[config.mk]
export PLATFORM = sky130hd
export DESIGN_NAME = baud_div_top
export DESIGN_NICKNAME = d
export VERILOG_FILES = /design/src/rtl/baud_div_pkg.sv /design/src/rtl/baud_div_prescale.sv /design/src/rtl/baud_div_counter.sv /design/src/rtl/baud_div_square.sv /design/src/rtl/baud_div_top.sv
export SDC_FILE = /design/constraint.sdc
export NUM_CORES = 1
export LEC_CHECK = 0
export ABC_CLOCK_PERIOD_IN_PS = 2300
export BUFFER_PORTS_ARGS = -buffer_cell sky130_fd_sc_hd__clkbuf_2
export CORE_ASPECT_RATIO = 1.25
export CORE_UTILIZATION = 49
export DETAILED_ROUTE_END_ITERATION = 6
export GPL_TIMING_DRIVEN = 0
export HOLD_SLACK_MARGIN = 0.15
export PLACE_DENSITY = 0.87
export SLEW_MARGIN = 10
export SYNTH_ARGS = -nofsm -noshare
export SYNTH_HDL_FRONTEND = slang
export SYNTH_SLANG_ARGS = --single-unit
[constraint.sdc]
create_clock -name clk -period 2.3 [get_ports clk]
set_input_delay 0.46 -clock clk [delete_from_list [all_inputs] [get_ports clk]]
set_output_delay 0.46 -clock clk [all_outputs]
set_load 0.05 [all_outputs]
[src/rtl/baud_div_pkg.sv]
package baud_div_pkg;

  // Bit positions of the configuration word; neighbours decode these.
  localparam int unsigned PRESCALE_BIT = 0;
  localparam int unsigned RELOAD_LSB   = 1;
  localparam int unsigned RUN_BIT      = 16;

  // Mask of the defined configuration bits for a given reload width.
  function automatic logic [31:0] cfg_field_mask(input int unsigned reload_w);
    logic [31:0] m;
    m = '0;
    m[PRESCALE_BIT] = 1'b1;
    m[RUN_BIT]      = 1'b1;
    for (int i = 0; i < 32; i++) begin
      if (i >= RELOAD_LSB && i < RELOAD_LSB + reload_w) m[i] = 1'b1;
    end
    return m;
  endfunction

  // Number of prescaled strobes between ticks for a reload value.
  function automatic int unsigned ticks_period(input int unsigned reload);
    return reload + 1;
  endfunction

endpackage

[src/rtl/baud_div_prescale.sv]
module baud_div_prescale #(
  parameter int unsigned PRE_DIV = 16
) (
  input  logic clk,
  input  logic rst_n,
  input  logic restart,
  input  logic run,
  input  logic pre_sel,
  output logic stb
);

  localparam int unsigned PW = (PRE_DIV > 1) ? $clog2(PRE_DIV) : 1;

  generate
    if (PRE_DIV > 1) begin : g_div
      localparam logic [PW-1:0] LAST = PW'(PRE_DIV - 1);
      logic [PW-1:0] pre_q;
      logic          wrap;

      assign wrap = (pre_q == LAST);

      always_ff @(posedge clk or negedge rst_n) begin
        if (!rst_n)                 pre_q <= '0;
        else if (restart)           pre_q <= '0;
        else if (!run || !pre_sel)  pre_q <= '0;
        else if (wrap)              pre_q <= '0;
        else                        pre_q <= pre_q + 1'b1;
      end

      assign stb = run && (!pre_sel || wrap);

      // with the prescale stage active, strobes are never back to back
      p_prescale_gap_r5: assert property (@(posedge clk) disable iff (!rst_n)
        (stb && pre_sel && run && !restart) |=> !stb);
    end else begin : g_nodiv
      assign stb = run;
    end
  endgenerate

endmodule

[src/rtl/baud_div_counter.sv]
module baud_div_counter #(
  parameter int unsigned CNT_W = 12
) (
  input  logic             clk,
  input  logic             rst_n,
  input  logic             restart,
  input  logic [CNT_W-1:0] restart_val,
  input  logic [CNT_W-1:0] reload,
  input  logic             run,
  input  logic             stb,
  output logic             tick
);

  logic [CNT_W-1:0] cnt_q;
  logic             expire;

  assign expire = (cnt_q == '0);
  assign tick   = run && stb && expire;

  always_ff @(posedge clk or negedge rst_n) begin
    if (!rst_n)        cnt_q <= '0;
    else if (restart)  cnt_q <= restart_val;
    else if (tick)     cnt_q <= reload;
    else if (stb)      cnt_q <= cnt_q - 1'b1;
  end

  // a stopped divider keeps its count
  p_hold_when_stopped_r4: assert property (@(posedge clk) disable iff (!rst_n)
    (!run && !restart) |=> $stable(cnt_q));

  // non-zero reload never yields back-to-back ticks
  p_single_tick_r10: assert property (@(posedge clk) disable iff (!rst_n)
    (tick && !restart && reload != '0) |=> !tick);

endmodule

[src/rtl/baud_div_square.sv]
module baud_div_square (
  input  logic clk,
  input  logic rst_n,
  input  logic clr,
  input  logic tick,
  output logic sq
);

  always_ff @(posedge clk or negedge rst_n) begin
    if (!rst_n)     sq <= 1'b0;
    else if (clr)   sq <= 1'b0;
    else if (tick)  sq <= ~sq;
  end

  // each tick inverts the square output one cycle later
  p_toggle_on_tick_r8: assert property (@(posedge clk) disable iff (!rst_n)
    (tick && !clr) |=> (sq != $past(sq)));

  // no tick, no change
  p_steady_r8: assert property (@(posedge clk) disable iff (!rst_n)
    (!tick && !clr) |=> $stable(sq));

endmodule

[src/rtl/baud_div_top.sv]
module baud_div_top #(
  parameter int unsigned CNT_W   = 12,
  parameter int unsigned PRE_DIV = 16
) (
  input  logic        clk,
  input  logic        rst_n,
  input  logic        cfg_we,
  input  logic [31:0] cfg_wdata,
  output logic [31:0] cfg_rdata,
  output logic        tick_o,
  output logic        baud_o
);
  import baud_div_pkg::*;

  localparam logic [31:0] CFG_MASK = cfg_field_mask(CNT_W);

  logic [31:0]      cfg_q;
  logic             run_w;
  logic             pre_sel_w;
  logic [CNT_W-1:0] reload_w;
  logic [CNT_W-1:0] new_reload_w;
  logic             pre_stb_w;
  logic             tick_w;

  always_ff @(posedge clk or negedge rst_n) begin
    if (!rst_n)       cfg_q <= '0;
    else if (cfg_we)  cfg_q <= cfg_wdata & CFG_MASK;
  end

  assign run_w        = cfg_q[RUN_BIT];
  assign pre_sel_w    = cfg_q[PRESCALE_BIT];
  assign reload_w     = cfg_q[RELOAD_LSB +: CNT_W];
  assign new_reload_w = cfg_wdata[RELOAD_LSB +: CNT_W];

  baud_div_prescale #(.PRE_DIV(PRE_DIV)) u_pre (
    .clk     (clk),
    .rst_n   (rst_n),
    .restart (cfg_we),
    .run     (run_w),
    .pre_sel (pre_sel_w),
    .stb     (pre_stb_w)
  );

  baud_div_counter #(.CNT_W(CNT_W)) u_cnt (
    .clk         (clk),
    .rst_n       (rst_n),
    .restart     (cfg_we),
    .restart_val (new_reload_w),
    .reload      (reload_w),
    .run         (run_w),
    .stb         (pre_stb_w),
    .tick        (tick_w)
  );

  baud_div_square u_sq (
    .clk   (clk),
    .rst_n (rst_n),
    .clr   (cfg_we),
    .tick  (tick_w),
    .sq    (baud_o)
  );

  assign tick_o    = tick_w;
  assign cfg_rdata = cfg_q;

  // a stopped generator is idle
  p_idle_when_stopped_r4: assert property (@(posedge clk) disable iff (!rst_n)
    !run_w |-> (!tick_o && !baud_o));

  // a write restarts the square wave low
  p_restart_low_r9: assert property (@(posedge clk) disable iff (!rst_n)
    cfg_we |=> !baud_o);

  // undefined bits never read back as one
  p_undefined_zero_r2: assert property (@(posedge clk) disable iff (!rst_n)
    (cfg_rdata & ~CFG_MASK) == '0);

endmodule

==> results.md <==
- Finish-stage setup viols: 1
- Finished Cell Area: around 2300 µm²
- PnR Total Power: roughly 1.5 mW
- IO buf count: 32
- WHS: around 240 ps
- Placement Setup Slack: -305 ps
- Clk Latency, worst-skew pair: 290 ps
- Wl on met1: roughly 1800 µm
- Detailed Route WL: 4900 µm
- Final Core Density: 0.661
- Critical Path AT: between 1500 and 2000 ps
- Global Route Usage Sum: 0.258
- Vias/cell: about 5.9
- Die X: approximately 57 µm
- DR vias: roughly 1700
- Final ANT Viol Nets: 0
- Sequential share of the synthesized area: 0.419
- Compound-gate portion of the synthesized area: 0.183
- FF+latch area: 778 µm²
- Leak: roughly 1.2 nW
- Die Ht: 70.7 µm
- Sw power: around 560 µW
- Post-Layout Cell Count: 298
- Synth cell types: 52
- Die area: approximately 4000 µm²
- Yosys warns: 0
- Slew margin rel.: 0.477
- Crit path max fanout: 2
- Most used cell, CP: inv_2
- EDFF count, synth: 0
- FMAX: 426 MHz
- Clk sinks: 31
- Worst Path Buf+Inv: 3
- Final setup skew: between 2 and 2.5 ps
- Synth Area in XOR/XNOR: 0.0142
- Layout cells sized above 1: 0.371
- WL met3: about 360 µm
- Startpoint types: register
- Peak per-stage delay on the critical path: 400 ps
- Minimum clock period: 2350 ps
- Sw frac: 0.367
- Crit end category: primary output
- Placed Cells incl. Taps: 280
- Post-synthesis simple-gate area fraction: 0.197
- Setup TNS Final: -50.0 ps
- # hold bufs at CTS: 0
- Combinational share of power: 0.310
- Placed cell area: around 2100 µm²
- Cell Chain, Critical Path: inv_2 > ha_4 > or3b_4 > nor3_4 > nand2_2 > inv_2 > clkbuf_16
- Top delay family on crit path: simple AND/OR/NAND/NOR gates
- Placement row count: 24
- CTS tree: done
- DRT iter0 DRCs: around 130
- Mapped Area: roughly 1900 µm²
- TritonRoute pass-1 iters: 7
- Gp weighted congestion: 0.927
- #FFs+latches synth: 31
- Core region area: 3540 µm²
- Mapped Cells: around 190
- CTS Buf Count: 5
- Fin nets: 298
- Largest family of logic cells by synthesized area: simple AND/OR/NAND/NOR gates
- Master of the slowest instance on the critical path: dfrtp_1
- Final slew viol count: 0
- Residual DRC: 4
- Setup ws final: -50.0 ps
- RSZ-0062 raised after global routing: yes
- Initial Utilization: 0.522
- Reg clk slew, reported paths: around 60 ps
- CP Class: reg2out
- Failing checks: design-rule violations, negative setup slack
- Highest routed layer: met4
- Clk root buf: clkbuf_8
- Initial antenna violation count: 0
- Global-route wire length before repair: approximately 7700 µm
- Outcome: complete, but fails checks
- HPWL Detailed: 3210 µm
- Type of the tightest min-delay check: in2async
- Layout overhead on the synthesized area: 26.6%
- Adder-cell share of the synthesized area: 0.0203
- VDD IR max: around 370 µV
- Post-Syn Area per Cell: 9.64 µm²
- Clock power frac: 0.261
- Pint: about 960 µW
- H-tree depth: 2
- Sequential share of power: 0.429
- Largest net degree at the start of global routing: 32
- Synth async-reset ratio: 1.00
- # Max-Cap Violations: 0
- N_diodes: 0
- Post-synthesis mux area share: 0.0406
- Worst Tran Pin Value: just under 800 ps
- Fillers: ~310
- Final worst-path cycle share: 1.02
- Post-synth top flop: dfrtp_1
- Crit path required time: about 1800 ps
- Vias in the first global route: between 1500 and 2000
- Gr ovfl total: 0
- Multi-input logic area: roughly 940 µm²
- IO Pins: between 60 and 70
- Fin. Hold Viols: 0
- Met2 WL: ~2500 µm
- Cell Pwr Density: between 600 and 700 nW/µm²
- CTS max path bufs: 2
- Routed WL per cell: 16.5 µm
power groups by stage:
stage	sequential (mW)	clock, mW	combinational [mW]
finish	0.649	0.395	0.468
global placement	0.657	0	0.398
CTS	0.644	0.399	0.443
floorplan	0.715	0	0.253
detailed placement	0.660	0	0.407
global route	0.654	0.423	0.496
synthesized netlist by cell type (all sizes together), types with 2 or more instances:
master,n,area (µm²)
or4,4,41.3
mux2i,3,30.0
a21oi,7,35.0
ha,3,37.5
nor2,10,37.5
nand4,4,25.0
and2,4,25.0
nor3,2,15.0
xnor2,3,26.3
o311ai,4,35.0
dfrtp,31,776
a21o,4,30.0
o21ai,10,50.1
and3,3,20.0
nor2b,4,25.0
nand3,5,30.0
inv,13,48.8
a31oi,2,12.5
clkbuf,2,7.51
a221o,5,51.3
buf,23,174
mux2,4,45.0
nor4,5,37.5
nand2,15,56.3
nor3b,2,20.0
o211ai,6,50.1
worst paths after layout:
kind,from,to,slack (ps),depth (start not counted)
max reg2reg,u_cnt.cnt_q[1]$_DFFE_PN0P_,u_cnt.cnt_q[2]$_DFFE_PN0P_,130,7
max in group asynchronous,rst_n,u_cnt.cnt_q[4]$_DFFE_PN0P_,1510,1
min reg2reg,cfg_rdata[7]$_DFFE_PN0P_,cfg_rdata[7]$_DFFE_PN0P_,510,1
max,u_cnt.cnt_q[1]$_DFFE_PN0P_,tick_o,-50,7
min,rst_n,cfg_rdata[4]$_DFFE_PN0P_,240,1
min in group clk,cfg_wdata[16],cfg_rdata[16]$_DFFE_PN0P_,380,3
flip-flops by register name, summed over array words and instances, names as in the netlist:
name	count
cfg_rdata	14
u_cnt.cnt_q	12
u_pre.g_div.pre_q	4
u_sq.sq	1
area by class of cell:
| cell class | instances | share of cell area |
|---|---|---|
| tap | 39 | 0.0208 |
| sequential | 31 | 0.332 |
| clock buffer | 6 | 0.0310 |
| multi-input combinational | 140 | 0.403 |
| timing repair buffer | 44 | 0.115 |
| buffer | 25 | 0.0774 |
| inverter | 13 | 0.0208 |
placed cells by master (no fill, tap or decap), types with 4 or more instances in the layout:
| master | count |
|---|---|
| a21o_1 | 4 |
| a21oi_1 | 7 |
| a221o_1 | 4 |
| and2_1 | 4 |
| buf_4 | 33 |
| clkbuf_2 | 31 |
| clkbuf_8 | 5 |
| conb_1 | 18 |
| dfrtp_1 | 29 |
| inv_1 | 10 |
| mux2_2 | 4 |
| nand2_1 | 14 |
| nand3_1 | 4 |
| nand4_1 | 4 |
| nor2_1 | 10 |
| nor2b_1 | 4 |
| o211ai_1 | 5 |
| o21ai_0 | 10 |
worst reg2reg max path: cells and delay by family (launching register included):
| kind | cells | cell delay (ps) |
|---|---|---|
| flops | 1 | 400 |
| simple gates | 2 | 650 |
| mux | 1 | 340 |
| buf+inv | 2 | 210 |
| fa+ha+maj | 1 | 130 |
| compound gates | 1 | 330 |
logic make-up (layout without fill, tap and decap cells):
family,after synthesis,in the layout
xor+xnor,3,3
compound gates,47,47
fa+ha+maj,3,3
other cells,1,18
mux,7,7
simple gates,62,62
flops,31,31
buf+inv,38,88
metal layers:
metal / vias up / GRT usage
met1: 835 / 0.290
met4: 0 / 0.187
li1: 798 / -
met2: 89 / 0.410
met3: 22 / 0.0786
met5: - / 0
what timing repair did:
item / CTS / global route
gates cloned: 0 / 0
gates resized for setup: 10 / 4
endpoints found under the hold margin: 0 / 0
setup buffers: 9 / 3
pin swaps: 3 / 2
endpoints found under the setup margin: 1 / 4
(Power assumes the default switching activity.)
